===== src/rtl/dds_core_pkg.sv =====
`timescale 1ns/1ps
// Package: shared defaults and the clear-source encoding for the DDS phase core.
// Assumes: consumers import it before use.
package dds_core_pkg;

    parameter int unsigned DEF_ACC_W   = 28;
    parameter int unsigned DEF_PH_W    = 12;
    parameter int unsigned DEF_LATENCY = 7;

    // Which request governs the clear.
    typedef enum logic {
        SRC_SOFT_BIT = 1'b0,
        SRC_HW_PIN   = 1'b1
    } clr_src_e;

endpackage


===== src/rtl/dds_clr_ctl.sv =====
`timescale 1ns/1ps
// Module: dds_clr_ctl
// Picks the governing clear request and produces the hold signal.
// The hold is set asynchronously as soon as the selected request rises.
// It is released only at a falling clock edge that sees the request low.
// Assumes: rst_n is synchronous active-low; the request is quasi-static
// relative to clk (a glitch on the selected request forces a clear).
module dds_clr_ctl
    import dds_core_pkg::*;
(
    input  logic clk,
    input  logic rst_n,
    input  logic clr_src_i,
    input  logic clr_pin_i,
    input  logic clr_bit_i,
    output logic clr_req_o,
    output logic hold_o
);

    clr_src_e src;
    logic     hold_q;

    // Decode the source select into its named encoding.
    assign src = clr_src_e'(clr_src_i);

    // Route only the governing request; the other is ignored.
    always_comb begin
        if (src == SRC_HW_PIN) clr_req_o = clr_pin_i;
        else                   clr_req_o = clr_bit_i;
    end

    // Asynchronous set on request; release sampled on the falling edge.
    always_ff @(negedge clk or posedge clr_req_o) begin
        if (clr_req_o)   hold_q <= 1'b1;
        else if (!rst_n) hold_q <= 1'b1;
        else             hold_q <= 1'b0;
    end

    assign hold_o = hold_q;

endmodule


===== src/rtl/dds_phase_acc.sv =====
`timescale 1ns/1ps
// Module: dds_phase_acc
// Phase accumulator plus the registered phase offset.
// The selected tuning word is added modulo 2^ACC_W on each rising edge.
// The selected offset is registered on the same edge, so both selections
// change together at one update.
// Assumes: hold_i clears the accumulator asynchronously; rst_n is synchronous.
module dds_phase_acc #(
    parameter int unsigned ACC_W = 28,
    parameter int unsigned PH_W  = 12
) (
    input  logic             clk,
    input  logic             rst_n,
    input  logic             hold_i,
    input  logic [ACC_W-1:0] step0_i,
    input  logic [ACC_W-1:0] step1_i,
    input  logic             step_sel_i,
    input  logic [PH_W-1:0]  offs0_i,
    input  logic [PH_W-1:0]  offs1_i,
    input  logic             offs_sel_i,
    output logic [ACC_W-1:0] acc_o,
    output logic [PH_W-1:0]  off_o
);

    logic [ACC_W-1:0] step_w;
    logic [ACC_W-1:0] acc_q;
    logic [PH_W-1:0]  off_q;

    // Select the tuning word that applies at the coming edge.
    assign step_w = step_sel_i ? step1_i : step0_i;

    // Accumulate; cleared immediately while hold is high.
    always_ff @(posedge clk or posedge hold_i) begin
        if (hold_i)      acc_q <= '0;
        else if (!rst_n) acc_q <= '0;
        else             acc_q <= acc_q + step_w;
    end

    // Register the chosen offset; the clear leaves it untouched.
    always_ff @(posedge clk) begin
        if (!rst_n) off_q <= '0;
        else        off_q <= offs_sel_i ? offs1_i : offs0_i;
    end

    assign acc_o = acc_q;
    assign off_o = off_q;

endmodule


===== src/rtl/dds_resume_timer.sv =====
`timescale 1ns/1ps
// Module: dds_resume_timer
// Counts rising edges since the hold was released and flags valid output
// once LATENCY edges have passed. The count saturates at LATENCY.
// Assumes: hold_i clears the count asynchronously; LATENCY >= 1.
module dds_resume_timer #(
    parameter int unsigned LATENCY = 7
) (
    input  logic clk,
    input  logic rst_n,
    input  logic hold_i,
    output logic valid_o
);

    localparam int unsigned CW = $clog2(LATENCY + 1);
    localparam logic [CW-1:0] DONE = CW'(LATENCY);

    logic [CW-1:0] cnt_q;

    // Count edges since release, stopping at the latency value.
    always_ff @(posedge clk or posedge hold_i) begin
        if (hold_i)             cnt_q <= '0;
        else if (!rst_n)        cnt_q <= '0;
        else if (cnt_q != DONE) cnt_q <= cnt_q + CW'(1);
    end

    assign valid_o = (cnt_q == DONE);

endmodule


===== src/rtl/dds_phase_map.sv =====
`timescale 1ns/1ps
// Module: dds_phase_map
// Forms the output phase from the top accumulator bits plus the offset.
// Forces the idle code (zero) while the output is not valid.
// Assumes: PH_W <= ACC_W.
module dds_phase_map #(
    parameter int unsigned ACC_W = 28,
    parameter int unsigned PH_W  = 12
) (
    input  logic [ACC_W-1:0] acc_i,
    input  logic [PH_W-1:0]  off_i,
    input  logic             valid_i,
    output logic [PH_W-1:0]  phase_o
);

    logic [PH_W-1:0] top_w;

    // Take the accumulator's top bits; the slice depends on the width relation.
    generate
        if (PH_W == ACC_W) begin : g_full
            assign top_w = acc_i;
        end else if (PH_W < ACC_W) begin : g_slice
            assign top_w = acc_i[ACC_W-1 -: PH_W];
        end else begin : g_bad
            $error("dds_phase_map: PH_W must not exceed ACC_W");
            assign top_w = '0;
        end
    endgenerate

    // Add the offset, or park at the idle code.
    assign phase_o = valid_i ? (top_w + off_i) : '0;

endmodule


===== src/rtl/dds_phase_core.sv =====
`timescale 1ns/1ps
// Module: dds_phase_core (top)
// DDS phase core: clear control, accumulator, resume timer and phase map.
// Assumes: clk is the sample clock; rst_n is synchronous active-low.
module dds_phase_core #(
    parameter int unsigned ACC_W   = dds_core_pkg::DEF_ACC_W,
    parameter int unsigned PH_W    = dds_core_pkg::DEF_PH_W,
    parameter int unsigned LATENCY = dds_core_pkg::DEF_LATENCY
) (
    input  logic             clk,
    input  logic             rst_n,
    input  logic [ACC_W-1:0] step0_i,
    input  logic [ACC_W-1:0] step1_i,
    input  logic             step_sel_i,
    input  logic [PH_W-1:0]  offs0_i,
    input  logic [PH_W-1:0]  offs1_i,
    input  logic             offs_sel_i,
    input  logic             clr_pin_i,
    input  logic             clr_bit_i,
    input  logic             clr_src_i,
    output logic [PH_W-1:0]  phase_o,
    output logic             valid_o
);

    logic             clr_req;
    logic             hold_w;
    logic [ACC_W-1:0] acc_w;
    logic [PH_W-1:0]  off_w;

    dds_clr_ctl u_clr (
        .clk       (clk),
        .rst_n     (rst_n),
        .clr_src_i (clr_src_i),
        .clr_pin_i (clr_pin_i),
        .clr_bit_i (clr_bit_i),
        .clr_req_o (clr_req),
        .hold_o    (hold_w)
    );

    dds_phase_acc #(.ACC_W(ACC_W), .PH_W(PH_W)) u_acc (
        .clk        (clk),
        .rst_n      (rst_n),
        .hold_i     (hold_w),
        .step0_i    (step0_i),
        .step1_i    (step1_i),
        .step_sel_i (step_sel_i),
        .offs0_i    (offs0_i),
        .offs1_i    (offs1_i),
        .offs_sel_i (offs_sel_i),
        .acc_o      (acc_w),
        .off_o      (off_w)
    );

    dds_resume_timer #(.LATENCY(LATENCY)) u_tmr (
        .clk     (clk),
        .rst_n   (rst_n),
        .hold_i  (hold_w),
        .valid_o (valid_o)
    );

    dds_phase_map #(.ACC_W(ACC_W), .PH_W(PH_W)) u_map (
        .acc_i   (acc_w),
        .off_i   (off_w),
        .valid_i (valid_o),
        .phase_o (phase_o)
    );

endmodule


===== config.mk =====
export PLATFORM = sky130hd
export DESIGN_NAME = dds_phase_core
export DESIGN_NICKNAME = d
export VERILOG_FILES = /design/src/rtl/dds_core_pkg.sv /design/src/rtl/dds_clr_ctl.sv /design/src/rtl/dds_phase_acc.sv /design/src/rtl/dds_resume_timer.sv /design/src/rtl/dds_phase_map.sv /design/src/rtl/dds_phase_core.sv
export SDC_FILE = /design/constraint.sdc
export NUM_CORES = 1
export LEC_CHECK = 0
export ABC_AREA = 1
export BUFFER_PORTS_ARGS = -buffer_cell sky130_fd_sc_hd__buf_4
export CELL_PAD_IN_SITES_DETAIL_PLACEMENT = 2
export CELL_PAD_IN_SITES_GLOBAL_PLACEMENT = 2
export CORE_ASPECT_RATIO = 1.1
export CORE_MARGIN = 8
export CORE_UTILIZATION = 29
export CTS_CLUSTER_SIZE = 24
export DETAILED_ROUTE_END_ITERATION = 16
export PLACE_DENSITY_LB_ADDON = 0.1
export SYNTH_ARGS = -nofsm -noshare
export SYNTH_HDL_FRONTEND = slang
export SYNTH_SLANG_ARGS = --single-unit

===== constraint.sdc =====
create_clock -name clk -period 2.44 [get_ports clk]
set_input_delay 0.366 -clock clk [delete_from_list [all_inputs] [get_ports clk]]
set_output_delay 0.366 -clock clk [all_outputs]
set_load 0.1 [all_outputs]

=== After elaboration in Yosys (flattened, before gate mapping) ===
Cells that the tools add are included.

* Bits in registers: 44
* Bits in latches: 0
* RAM bits: 0
* Memory bits (read-only): 0
* Input bits: 87
* Output and inout port bits: 13
* Memories: 0

* $add $sub $neg: 3
* Multipliers: 0
* Divide/modulo/power cells: 0
* Order comparisons: 0
* Equal/unequal tests: 3
* Shift-type cells: 0
* Multiplexer cells: 8
* Bitwise operators: 0
* Reduce and logical (&&, ||, !) cells: 0

{| class="wikitable"
|+ Operators by type and width
! operator !! number
|-
| 28-bit 2-to-1 mux || 2
|-
| 28-bit adder || 1
|-
| 12-bit 2-to-1 mux || 2
|-
| 12-bit adder || 1
|-
| 3-bit 2-to-1 mux || 2
|-
| 3-bit by 1-bit adder with 3-bit output, second input constant || 1
|-
| 3-bit == test, second input constant || 1
|-
| 3-bit != test, second input constant || 1
|-
| 1-bit 2-to-1 mux || 2
|-
| 2-bit by 1-bit != test with 1-bit output, second input constant || 1
|}

=== Logic depth before layout (Yosys ltp) ===
* Depth in word-level cells: 3
* Mapped depth: 15
* Depth with buffers taken out: 13

=== Modules after synthesis ===
From an unflattened synthesis, not the netlist that was laid out.

* Cells, all modules: 735
* Area, all modules: 4528.1 um2

{| class="wikitable"
|+ By module, submodules not included
! module !! instances !! cells an instance !! area an instance (um2)
|-
| dds_phase_acc || 1 || 568 || 3619.7
|-
| dds_phase_map || 1 || 138 || 688.2
|-
| dds_resume_timer || 1 || 17 || 152.6
|-
| dds_clr_ctl || 1 || 12 || 67.6
|}

==> impl_metrics.yaml <==
synth:
  ys_ff_latch: 44
  yosysUniqueCellTypes: 36
  synth_top_cell_by_area: "dfrtp_1"
  yosysWarnings: 0
  synth_compound_area_share_pct: 10.1
  ys_seq_area_share_pct: 23.5
  synth_top_family_by_area: "simple AND/OR/NAND/NOR gates"
  syn_inst: 688
  synth-adder-area-share_pct: 12.2
  netlist_area_um2: 4430
  synth_area_per_cell_um2: 6.44
  synth_top_cell_area_share_pct: 17.5
  synth_xor_area_share_pct: 1.38
  yosys-mux-area-fraction_pct: 7.08
  synth_area_leaders: "dfrtp_1 (17%), nand2_1 (17%), ha_1 (11%)"
  synth-simple-area-share_pct: 35.2
  syn-num-nets: 817
power:
  leakagePower_nw: 3.26
  pwr_density_cell_nw_per_um2: 903
  total_power_w: 0.00557
  ir_drop_v: 0.000356
cells_and_area:
  diodes: 0
  drive_above_1_share_pct: 30.5
  final_nets: 938
  syn_to_final_growth_pct: 39.3
  multi_input_comb_area_um2: 3260
  fill_cells: 1816
  register_area_um2: 1050
sta:
  relSlewSlack_pct: 64.6
  rsz0062_at_grt: "yes"
  max_clock_freq_mhz: 404
  finalCritPeriodShare_pct: 101
  fin_crit_ns: 2.47
  worst_pin_slew_ns: 0.532
  setup_violations: 4
  finalWorstSetupSlack_ns: -0.0340
  setup_tns_ns: -0.0593
  slew_viol_final: 0
  skew_ns: 0.0779
  hold_viol_final: 0
grt:
  met2_usage_pct: 36.1
  groute.layer.met1.usage_pct: 18.9
  grt_usage_pct: 18.0
  overflow: 0
  busiest_layer: "met2"
  antenna_found_initial: 0
  grt_use_met3_pct: 2.76
  grt_max_degree: 44
  grt_first_pass_wirelength_um: 28400
  grt_pass1_vias: 5597
die:
  die-area_um2: 19500
  start_util_pct: 29.6
  dieHeight_um: 146
  core_area_um2: 15000
  io_pins: 100
  rows: 47
  die_x_um: 134
cts:
  cts-root-buf: "clkbuf_16"
  cts_made_buffers: 5
  cts_max_level: 2
  cts_sinks: 44
  insertion_delay_ns: 0.37
  cts_buffer_depth: 2
  hold_buffers: 0
  clk_pin_slew_ns: 0.08
  cts_tree: "done"
route:
  num_vias: 4853
  vias_per_cell: 4.82
  routed_wl_um: 17500
  drtIter0Drc: 78
  wl_per_cell_um: 17.4
  dr.pass1.iters: 4
  ant_nets: 0
  post-route-drc-count: 0
placed_design:
  hpwl_um: 14400
  io_buffers: 99
  gp_congestion: 0.881
worst_hold_path:
  hold_path.class: "primary input to flip-flop"
run_status:
  status: "finished, violations left"
  violations: "setup timing"
setup_path:
  worstPathMaxFanout: 3
  crit_type: "flip-flop to output port"
  startpoint_type: "flip-flop"
  end_kind: "output port"
  worstPathArrival_ns: 2.11
  r2r_slack_ns: 0.44
  required_ns: 2.07
flow_run:
  max_cap_violations: 0
## cell families after synthesis
logic type,after synthesis
muxes,28
and+or+nand+nor,364
adders and majority gates,42
DFF,44
buffers and inverters,120
xor gates and xnor gates,7
AOI/OAI and AO/OA,83
## synthesized netlist by cell type
master	n
dfstp_2	1
fa_1	2
inv_1	108
o21bai_1	2
a31oi_1	2
nor2_1	90
xnor2_1	2
nand3_4	1
o21ai_0	30
a21oi_1	40
xor2_1	5
buf_4	1
or2_0	1
nand2_1	201
nand3_2	9
nor3_1	4
clkbuf_1	6
o21bai_2	1
nor2_2	9
o21ai_1	1
mux2_2	27
a21o_1	5
mux2i_1	1
nor2_4	2
buf_2	3
nand2_2	11
and2_2	1
inv_2	1
dfrtp_1	31
and2_1	3
nand3_1	32
ha_1	40
o21a_1	1
o31ai_1	1
dfxtp_1	12
clkbuf_8	1
## placed cells by master, fill, tap and decap left out, types with 8 or more instances in the layout
| cell | count |
|---|---|
| nand3_1 | 29 |
| nand2_1 | 198 |
| nor2_2 | 9 |
| dfxtp_1 | 12 |
| mux2_2 | 27 |
| ha_4 | 8 |
| buf_12 | 10 |
| dfrtp_1 | 28 |
| a21oi_1 | 32 |
| o21ai_0 | 26 |
| buf_4 | 113 |
| nor2_4 | 11 |
| nand3_2 | 12 |
| ha_1 | 30 |
| nand2_2 | 14 |
| nor2_1 | 81 |
| inv_1 | 103 |
## worst max-delay path, cell delays in order (launching register included)
cell     delay [ns]
dfrtp_1        0.39
ha_2           0.21
inv_2          0.04
fa_2           0.38
buf_6          0.15
inv_4          0.05
nand3_2        0.07
nand3_2        0.09
xor2_2         0.18
nor2_4         0.05
buf_12         0.18
## final timing paths
kind / from / end / cells past startpoint
min in group asynchronous: clr_bit_i / u_clr.hold_o / 2
setup / recovery: u_acc.acc_o[16] / phase_o[10] / 10
max in group asynchronous: u_clr.hold_o / u_acc.acc_o[24] / 2
setup reg to reg: u_acc.acc_o[0] / u_acc.acc_o[24] / 11
hold reg to reg: u_tmr.cnt_q[1] / u_tmr.cnt_q[1] / 2
hold / removal: offs1_i[8] / u_acc.off_o[8] / 3
## where the power goes
part | internal (W) | switching, W | total (W)
Combinational | 0.00141 | 0.00233 | 0.00375
Clock | 0.000382 | 0.000342 | 0.000724
Sequential | 0.000939 | 0.000165 | 0.00110
Total | 0.00273 | 0.00284 | 0.00557
## what timing repair did
| action | CTS | global route |
|---|---|---|
| pin swaps | 10 | 13 |
| endpoints found under the setup margin | 10 | 10 |
| resized for setup | 56 | 17 |
| setup buffers | 2 | 2 |
## cell type report
class / instances / share of cell area, %
clock buffers: 5 / 2.03
clock inverters: 4 / 0.365
repair buffers: 125 / 17.3
well taps: 196 / 3.97
multi-input cells: 524 / 52.7
flip-flops and latches: 44 / 16.9
inverters: 108 / 6.61
## routing by layer
metal / routed length [um] / share of wire (%)
met1: 6890 / 39
met2: 9880 / 56
met3: 433 / 2.5
met4: 293 / 1.7
met5: 0 / 0
## through the flow
step / setup WS (ns) / area, um^2 / util (%) / hold slack [ns] / instances
6_report: -0.0340 / 6170 / 41.2 / 0.293 / 1006
3_3_place_gp: -0.0502 / 5670 / 37.8 / 0.486 / 994
5_1_grt: -0.120 / 6170 / 41.2 / 0.303 / 1006
3_5_place_dp: -0.0938 / 5670 / 37.8 / 0.505 / 994
4_1_cts: -0.127 / 6080 / 40.6 / 0.294 / 1004
2_1_floorplan: 0.00934 / 4540 / - / 0.471 / 688
## sequential cells by signal, indices dropped and copies added, names as in the netlist
name / cells
u_acc.acc_o: 28
u_acc.off_o: 12
u_clr.hold_o: 1
u_tmr.cnt_q: 3
(Power assumes the default switching activity.)
